--- config.mk ---
export PLATFORM = sky130hd
export DESIGN_NAME = revsig_march_bist
export DESIGN_NICKNAME = d
export VERILOG_FILES = /design/src/rtl/revsig_march_pkg.sv /design/src/rtl/revsig_misr.sv /design/src/rtl/revsig_march_dp.sv /design/src/rtl/revsig_march_ctrl.sv /design/src/rtl/revsig_march_bist.sv
export SDC_FILE = /design/constraint.sdc
export NUM_CORES = 1
export LEC_CHECK = 0
export BUFFER_PORTS_ARGS = -buffer_cell sky130_fd_sc_hd__buf_2
export CORE_UTILIZATION = 51
export DETAILED_ROUTE_END_ITERATION = 12
export GPL_TIMING_DRIVEN = 0
export PLACE_DENSITY_LB_ADDON = 0.15
export SLEW_MARGIN = 20
export SYNTH_ARGS = -nofsm -noshare
export SYNTH_HDL_FRONTEND = slang
export SYNTH_SLANG_ARGS = --single-unit
--- constraint.sdc ---
create_clock -name clk -period 3.3 [get_ports clk]
set_input_delay 0.33 -clock clk [delete_from_list [all_inputs] [get_ports clk]]
set_output_delay 0.33 -clock clk [all_outputs]
set_load 0.01 [all_outputs]
--- src/rtl/revsig_march_pkg.sv ---
package revsig_march_pkg;

  // Static description of one march element.
  typedef struct packed {
    logic desc;      // walk addresses downwards
    logic hasWrite;  // read followed by write on each address
    logic feedInv;   // invert the read word before compaction
    logic rev;       // signature steps in reverse
    logic wrInv;     // write the complement of the read word
  } elemCfg_t;

  // Strobes from control to datapath, one cycle at a time.
  typedef struct packed {
    logic seedLoad;
    logic rdIssue;
    logic wrIssue;
    logic feedInv;
    logic rev;
    logic wrInv;
  } strobe_t;

  localparam int ELEM_IDX_W = 3;

  function automatic elemCfg_t elemCfg(input logic shortMarch,
                                       input logic [ELEM_IDX_W-1:0] idx);
    elemCfg_t c;
    c = '{desc: 1'b0, hasWrite: 1'b0, feedInv: 1'b0, rev: 1'b0, wrInv: 1'b1};
    if (shortMarch) begin
      case (idx)
        3'd0:    c = '{desc: 1'b0, hasWrite: 1'b1, feedInv: 1'b0, rev: 1'b0, wrInv: 1'b1};
        default: c = '{desc: 1'b1, hasWrite: 1'b1, feedInv: 1'b1, rev: 1'b1, wrInv: 1'b1};
      endcase
    end else begin
      case (idx)
        3'd0:    c = '{desc: 1'b0, hasWrite: 1'b0, feedInv: 1'b1, rev: 1'b0, wrInv: 1'b1};
        3'd1:    c = '{desc: 1'b0, hasWrite: 1'b1, feedInv: 1'b0, rev: 1'b0, wrInv: 1'b1};
        3'd2:    c = '{desc: 1'b0, hasWrite: 1'b1, feedInv: 1'b0, rev: 1'b0, wrInv: 1'b1};
        3'd3:    c = '{desc: 1'b1, hasWrite: 1'b1, feedInv: 1'b1, rev: 1'b1, wrInv: 1'b1};
        3'd4:    c = '{desc: 1'b1, hasWrite: 1'b1, feedInv: 1'b1, rev: 1'b1, wrInv: 1'b1};
        default: c = '{desc: 1'b1, hasWrite: 1'b0, feedInv: 1'b1, rev: 1'b1, wrInv: 1'b1};
      endcase
    end
    return c;
  endfunction

endpackage

--- src/rtl/revsig_misr.sv ---
module revsig_misr #(
  parameter int                SIG_W    = 16,
  parameter logic [SIG_W-1:0]  SIG_TAPS = 16'h100B,
  parameter logic [SIG_W-1:0]  SIG_SEED = 16'hACE1
) (
  input  logic             clk,
  input  logic             rstN,
  input  logic             load,
  input  logic             step,
  input  logic             rev,
  input  logic [SIG_W-1:0] din,
  output logic [SIG_W-1:0] state
);

  logic             fwdTop;
  logic [SIG_W-1:0] fwdNxt;
  logic [SIG_W-2:0] prvHigh;
  logic             prvLow;
  logic [SIG_W-1:0] revPrv;

  // Forward: shift toward bit 0, feedback parity into the top bit.
  assign fwdTop = din[SIG_W-1] ^ (^(state & SIG_TAPS));
  assign fwdNxt = {fwdTop, din[SIG_W-2:0] ^ state[SIG_W-1:1]};

  // Reverse: undo the shift first, then recover bit 0 from the feedback
  // equation (tap 0 is required to be set).
  assign prvHigh = din[SIG_W-2:0] ^ state[SIG_W-2:0];
  assign prvLow  = state[SIG_W-1] ^ din[SIG_W-1] ^ (^(prvHigh & SIG_TAPS[SIG_W-1:1]));
  assign revPrv  = {prvHigh, prvLow};

  always_ff @(posedge clk or negedge rstN) begin
    if (!rstN)     state <= SIG_SEED;
    else if (load) state <= SIG_SEED;
    else if (step) state <= rev ? revPrv : fwdNxt;
  end

  AST_SIG_HOLD: assert property (@(posedge clk) disable iff (!rstN)
    (!load && !step) |=> $stable(state));
  AST_SEED_LOAD: assert property (@(posedge clk) disable iff (!rstN)
    load |=> (state == SIG_SEED));

endmodule

--- src/rtl/revsig_march_dp.sv ---
module revsig_march_dp
  import revsig_march_pkg::*;
#(
  parameter int               DATA_W   = 8,
  parameter int               SIG_W    = 16,
  parameter logic [SIG_W-1:0] SIG_TAPS = 16'h100B,
  parameter logic [SIG_W-1:0] SIG_SEED = 16'hACE1
) (
  input  logic              clk,
  input  logic              rstN,
  input  strobe_t           strb,
  input  logic [DATA_W-1:0] ramRdata,
  output logic [DATA_W-1:0] ramWdata,
  output logic [SIG_W-1:0]  sigOut,
  output logic              sigAtSeed
);

  logic              feedValid;
  logic              feedInvQ;
  logic              revQ;
  logic [DATA_W-1:0] feedWord;
  logic [SIG_W-1:0]  feedWide;

  // The read word arrives one cycle after the read strobe; keep the
  // element flags aligned with it.
  always_ff @(posedge clk or negedge rstN) begin
    if (!rstN) begin
      feedValid <= 1'b0;
      feedInvQ  <= 1'b0;
      revQ      <= 1'b0;
    end else begin
      feedValid <= strb.rdIssue;
      feedInvQ  <= strb.feedInv;
      revQ      <= strb.rev;
    end
  end

  assign ramWdata = strb.wrInv ? ~ramRdata : ramRdata;
  assign feedWord = feedInvQ ? ~ramRdata : ramRdata;
  assign feedWide = SIG_W'(feedWord);

  revsig_misr #(
    .SIG_W    (SIG_W),
    .SIG_TAPS (SIG_TAPS),
    .SIG_SEED (SIG_SEED)
  ) uMisr (
    .clk   (clk),
    .rstN  (rstN),
    .load  (strb.seedLoad),
    .step  (feedValid),
    .rev   (revQ),
    .din   (feedWide),
    .state (sigOut)
  );

  assign sigAtSeed = (sigOut == SIG_SEED);

endmodule

--- src/rtl/revsig_march_ctrl.sv ---
module revsig_march_ctrl
  import revsig_march_pkg::*;
#(
  parameter int ADDR_W      = 11,
  parameter bit SHORT_MARCH = 1'b0
) (
  input  logic              clk,
  input  logic              rstN,
  input  logic              start,
  input  logic              sigAtSeed,
  output logic              busy,
  output logic              done,
  output logic              pass,
  output logic              ramEn,
  output logic              ramWe,
  output logic [ADDR_W-1:0] ramAddr,
  output strobe_t           strb
);

  localparam int                  NUM_ELEM = SHORT_MARCH ? 2 : 6;
  localparam logic [ADDR_W-1:0]   TOP_ADDR = '1;
  localparam logic [ELEM_IDX_W-1:0] LAST_ELEM = ELEM_IDX_W'(NUM_ELEM - 1);

  typedef enum logic [2:0] {S_IDLE, S_RD, S_WR, S_DRAIN, S_CHECK} state_t;

  state_t                state, stateNxt;
  logic [ELEM_IDX_W-1:0] elem, elemNxt;
  logic [ADDR_W-1:0]     addr, addrNxt;
  logic                  doneR, passR;
  logic                  advance;
  logic                  lastAddr, lastElem;
  elemCfg_t              cfg, cfgNext, cfgFirst;

  assign cfg      = elemCfg(SHORT_MARCH, elem);
  assign cfgNext  = elemCfg(SHORT_MARCH, elem + 1'b1);
  assign cfgFirst = elemCfg(SHORT_MARCH, '0);
  assign lastAddr = cfg.desc ? (addr == '0) : (addr == TOP_ADDR);
  assign lastElem = (elem == LAST_ELEM);

  always_comb begin
    stateNxt = state;
    elemNxt  = elem;
    addrNxt  = addr;
    advance  = 1'b0;
    ramEn    = 1'b0;
    ramWe    = 1'b0;
    strb     = '0;
    unique case (state)
      S_IDLE: begin
        if (start) begin
          strb.seedLoad = 1'b1;
          elemNxt       = '0;
          addrNxt       = cfgFirst.desc ? TOP_ADDR : '0;
          stateNxt      = S_RD;
        end
      end
      S_RD: begin
        ramEn        = 1'b1;
        strb.rdIssue = 1'b1;
        strb.feedInv = cfg.feedInv;
        strb.rev     = cfg.rev;
        if (cfg.hasWrite) stateNxt = S_WR;
        else              advance  = 1'b1;
      end
      S_WR: begin
        ramEn        = 1'b1;
        ramWe        = 1'b1;
        strb.wrIssue = 1'b1;
        strb.wrInv   = cfg.wrInv;
        advance      = 1'b1;
      end
      S_DRAIN: stateNxt = S_CHECK;
      S_CHECK: stateNxt = S_IDLE;
      default: stateNxt = S_IDLE;
    endcase

    if (advance) begin
      if (lastAddr) begin
        if (lastElem) begin
          stateNxt = S_DRAIN;
        end else begin
          elemNxt  = elem + 1'b1;
          addrNxt  = cfgNext.desc ? TOP_ADDR : '0;
          stateNxt = S_RD;
        end
      end else begin
        addrNxt  = cfg.desc ? (addr - 1'b1) : (addr + 1'b1);
        stateNxt = S_RD;
      end
    end
  end

  always_ff @(posedge clk or negedge rstN) begin
    if (!rstN) begin
      state <= S_IDLE;
      elem  <= '0;
      addr  <= '0;
      doneR <= 1'b0;
      passR <= 1'b0;
    end else begin
      state <= stateNxt;
      elem  <= elemNxt;
      addr  <= addrNxt;
      if (state == S_IDLE && start) begin
        doneR <= 1'b0;
        passR <= 1'b0;
      end else if (state == S_CHECK) begin
        doneR <= 1'b1;
        passR <= sigAtSeed;
      end
    end
  end

  assign busy    = (state != S_IDLE);
  assign done    = doneR;
  assign pass    = passR;
  assign ramAddr = addr;

  AST_WR_AFTER_RD: assert property (@(posedge clk) disable iff (!rstN)
    ramWe |-> ($past(ramEn && !ramWe) && (ramAddr == $past(ramAddr))));
  AST_ADDR_STEP: assert property (@(posedge clk) disable iff (!rstN)
    (ramEn && !ramWe && $past(ramEn) && (elem == $past(elem)))
      |-> ((ramAddr == $past(ramAddr) + 1'b1) || (ramAddr == $past(ramAddr) - 1'b1)));
  AST_DONE_NOT_BUSY: assert property (@(posedge clk) disable iff (!rstN)
    done |-> !busy);
  AST_WE_NEEDS_EN: assert property (@(posedge clk) disable iff (!rstN)
    ramWe |-> (ramEn && busy));

endmodule

--- src/rtl/revsig_march_bist.sv ---
module revsig_march_bist
  import revsig_march_pkg::*;
#(
  parameter int               DATA_W      = 8,
  parameter int               ADDR_W      = 11,
  parameter int               SIG_W       = 16,
  parameter logic [SIG_W-1:0] SIG_TAPS    = 16'h100B,
  parameter logic [SIG_W-1:0] SIG_SEED    = 16'hACE1,
  parameter bit               SHORT_MARCH = 1'b0
) (
  input  logic              clk,
  input  logic              rstN,
  input  logic              start,
  output logic              busy,
  output logic              done,
  output logic              pass,
  output logic              ramEn,
  output logic              ramWe,
  output logic [ADDR_W-1:0] ramAddr,
  output logic [DATA_W-1:0] ramWdata,
  input  logic [DATA_W-1:0] ramRdata,
  output logic [SIG_W-1:0]  sigOut
);

  strobe_t strb;
  logic    sigAtSeed;

  revsig_march_ctrl #(
    .ADDR_W      (ADDR_W),
    .SHORT_MARCH (SHORT_MARCH)
  ) uCtrl (
    .clk       (clk),
    .rstN      (rstN),
    .start     (start),
    .sigAtSeed (sigAtSeed),
    .busy      (busy),
    .done      (done),
    .pass      (pass),
    .ramEn     (ramEn),
    .ramWe     (ramWe),
    .ramAddr   (ramAddr),
    .strb      (strb)
  );

  revsig_march_dp #(
    .DATA_W   (DATA_W),
    .SIG_W    (SIG_W),
    .SIG_TAPS (SIG_TAPS),
    .SIG_SEED (SIG_SEED)
  ) uDp (
    .clk       (clk),
    .rstN      (rstN),
    .strb      (strb),
    .ramRdata  (ramRdata),
    .ramWdata  (ramWdata),
    .sigOut    (sigOut),
    .sigAtSeed (sigAtSeed)
  );

endmodule

==> results_dict.tcl <==
set metrics [dict create \
    status "finished, final reports clean" \
    drt_pass1_iterations 5 \
    antenna_cells 0 \
    async_flop_share 1.00 \
    clk_pin_slew_worst_paths_ns 0.07 \
    period_share 0.953 \
    synth_largest_area_cell "dfrtp_1" \
    grt_use_met1 0.367 \
    final_cells 448 \
    route.detailed.drc 0 \
    port-buffer-count 50 \
    synth_top_area_frac 0.265 \
    grtUsageTotal 0.247 \
    setup_ws_ns 0.154 \
    fp-row-count 26 \
    synthTopCellsByArea "dfrtp_1 (27%), xnor2_1 (11%), dfstp_2 (7.4%)" \
    syn-num-nets 344 \
    p_clk_frac 0.115 \
    tns_ns 0 \
    ys_seq_area_frac 0.340 \
    hp-class "input pin to asynchronous set/reset pin" \
    hold_slack_ns 0.138 \
    p_total_mw 2.88 \
    ant_nets 0 \
    worstPathCellList "inv_1 > ha_2 > nor3_4 > or3_4 > ha_1 > nor2b_1 > o31ai_1 > a2111oi_2 > a211oi_4 > mux2i_1 > a221o_1" \
    critPathMaxFanout 6 \
    synth_edf_count 0 \
    drv_cap 0 \
    pre_cts_slack_ns 0.0846 \
    cts_hold_buf 0 \
    peakVddDrop_uv 415 \
    detailed_place_hpwl_mm 4.92 \
    dp.cells 438 \
    avgSynthCellArea_sq_um 8.90 \
    synth-seq-cells 38 \
    grt_pass1_wl_mm 11.6 \
    synth.distinct_cells 60 \
    powerDensity_nw_per_um2 868 \
    io-pin-count 51 \
    min_period_ns 3.15 \
    die_w_um 76.5 \
    vias 2533 \
    rrSetupSlack_ns 0.15 \
    fmax_mhz 318 \
    hold_viol 0 \
    drv_slew 0 \
    antenna_found_initial 0 \
    nets 403 \
    dieArea_sq_um 5850 \
    cp-end-kind "flip-flop" \
    worstSetupPathType "flip-flop to flip-flop" \
    gr-total-overflow 0 \
    start_kind "flip-flop" \
    cts_tree "built" \
    ff2ff_path_depth 11 \
    worst_pin_slew_ns 0.830 \
    drive_gt1_frac 0.235 \
    met3_usage 0.0479 \
    drt-initial-drc-count 200 \
    seq_power_share 0.331 \
    use_met2 0.368 \
    critPathMaxStageDelay_ns 0.44 \
    rsz0062_at_grt "no" \
    cp.required_ns 3.47 \
    synth_common_cells "nand2_1 (35), xnor2_1 (35), dfrtp_1 (30)" \
    clock_sinks 38 \
    nFillCells 482 \
    p_int_mw 1.62 \
    vias_per_cell 5.65 \
    cp.arrival_ns 3.32 \
    syn_inst 318 \
    p_leak_nw 1.48 \
    netlist_area_sq_um 2830 \
    initial_utilization 0.540 \
    cts_buffers 5 \
    routabilityCongestion 0.845 \
    area_growth_pct 17.3 \
    crit-reg2reg-launch "uCtrl.elem[1]$_DFF_PN0_" \
    grt_pass1_vias 2331 \
    grt_busiest_layer "met2" \
    root_buffer "clkbuf_8" \
    p_comb_frac 0.553 \
    reg2reg_to "uCtrl.ramAddr[10]$_DFF_PN0_" \
    core_sq_um 5240 \
    switching_share 0.439 \
    grt_max_degree 39 \
    yosys_most_used_dff "dfrtp_1" \
    wl_per_cell_um 15.4 \
    wl_mm 6.89 \
    cpMaxStageDelayCell "dfrtp_1" \
    clockBufferDepth 2 \
    clk_latency_ns 0.29 \
    die_height_um 76.5 \
    p_sw_mw 1.26 \
    skew_ns 0.00814 \
    slew_headroom 0.447 \
    setup_viol 0 \
    htree_levels 2 \
    yosys_warnings 0 \
]
routing by layer:
metal | vias to the layer above | share of wire
met5 | - | 0
met4 | 0 | 0.0090
met3 | 6 | 0.051
met2 | 79 | 0.44
met1 | 1205 | 0.50
li1 | 1243 | -
area by class of cell:
cell class                 count  area, sq um  area share
clock buffer                   7         86.3      0.0260
clock inverter                 1         5.00     0.00151
tap                           70         87.6      0.0264
timing repair buffer          51          258      0.0776
inverter                      14         57.6      0.0173
sequential                    38          962       0.290
multi-input combinational    251         1790       0.539
buffer                        16         73.8      0.0222
what timing repair did:
item                       4_1_cts  5_1_grt
setup buffers                    0        1
gates resized for setup          0       10
setup endpoints to repair        0        5
worst max-delay path by stage:
stage                       startpoint                     endpoint  slack [ns]  depth (start not counted)
2_1_floorplan  uCtrl.elem[1]$_DFF_PN0_  uCtrl.ramAddr[10]$_DFF_PN0_        0.41                         11
3_3_place_gp   uCtrl.elem[1]$_DFF_PN0_   uCtrl.ramAddr[9]$_DFF_PN0_        0.14                         11
3_5_place_dp   uCtrl.elem[1]$_DFF_PN0_   uCtrl.ramAddr[7]$_DFF_PN0_        0.08                         11
4_1_cts        uCtrl.elem[1]$_DFF_PN0_   uCtrl.ramAddr[9]$_DFF_PN0_        0.06                         11
5_1_grt        uCtrl.elem[1]$_DFF_PN0_  uCtrl.ramAddr[10]$_DFF_PN0_        0.03                         12
6_report       uCtrl.elem[1]$_DFF_PN0_  uCtrl.ramAddr[10]$_DFF_PN0_        0.15                         11
worst max-delay path, delay by kind of cell, from the launching register on:
kind                       cells  cell delay, ns
muxes                          1            0.09
AOI/OAI and AO/OA              4            1.07
and+or+nand+nor                3            0.68
buffers and inverters          1            0.14
adders and majority gates      2            0.59
DFF                            1            0.44
cells by family (layout without fill, tap and decap cells):
group / count (synthesis) / in the layout / synth area share
multiplexers: 14 / 14 / 0.0513
buffers and inverters: 30 / 89 / 0.0464
XOR/XNOR: 44 / 44 / 0.136
AO/OA/AOI/OAI: 81 / 81 / 0.195
flip-flops: 38 / 38 / 0.340
adder cells (fa/ha/maj): 15 / 15 / 0.0690
AND/OR/NAND/NOR: 96 / 97 / 0.163
state kept, by name (all words and copies together), names as in the netlist:
| name | count |
|---|---|
| uCtrl.done | 1 |
| uDp.revQ | 1 |
| uCtrl.elem | 3 |
| uCtrl.pass | 1 |
| uDp.feedInvQ | 1 |
| uDp.uMisr.state | 16 |
| uDp.feedValid | 1 |
| uCtrl.ramAddr | 11 |
| uCtrl.state | 3 |
power by group through the flow:
stage	clock network [mW]	logic [mW]	registers, mW
floorplan	0	1.10	0.974
CTS	0.336	1.57	0.944
detailed placement	0	1.56	0.953
finish	0.333	1.59	0.955
global placement	0	1.52	0.947
global route	0.359	1.79	0.993
layout by cell type, fill, tap and decap left out, types with 3 or more instances in the layout:
cell type and count:
xor2_1 9, buf_2 52, mux2i_1 12, nand4_1 3
dfstp_2 8, a2111oi_2 3, xnor2_1 35, ha_1 11
o21ai_0 18, nand3_1 7, and3_1 3, nor4_1 5
nor2_1 24, o22ai_1 3, a21oi_1 23, clkbuf_1 11
a211oi_1 8, a21o_1 4, nor3_1 5, nand2_1 35
dfrtp_1 29, inv_1 13, clkbuf_8 6, and2_1 3
metrics by stage:
step / utilization / area (sq um)
floorplan: - / 2830
global placement: 0.605 / 3170
detailed placement: 0.605 / 3170
CTS: 0.622 / 3260
global route: 0.634 / 3320
finish: 0.634 / 3320
(Power assumes the default switching activity.)
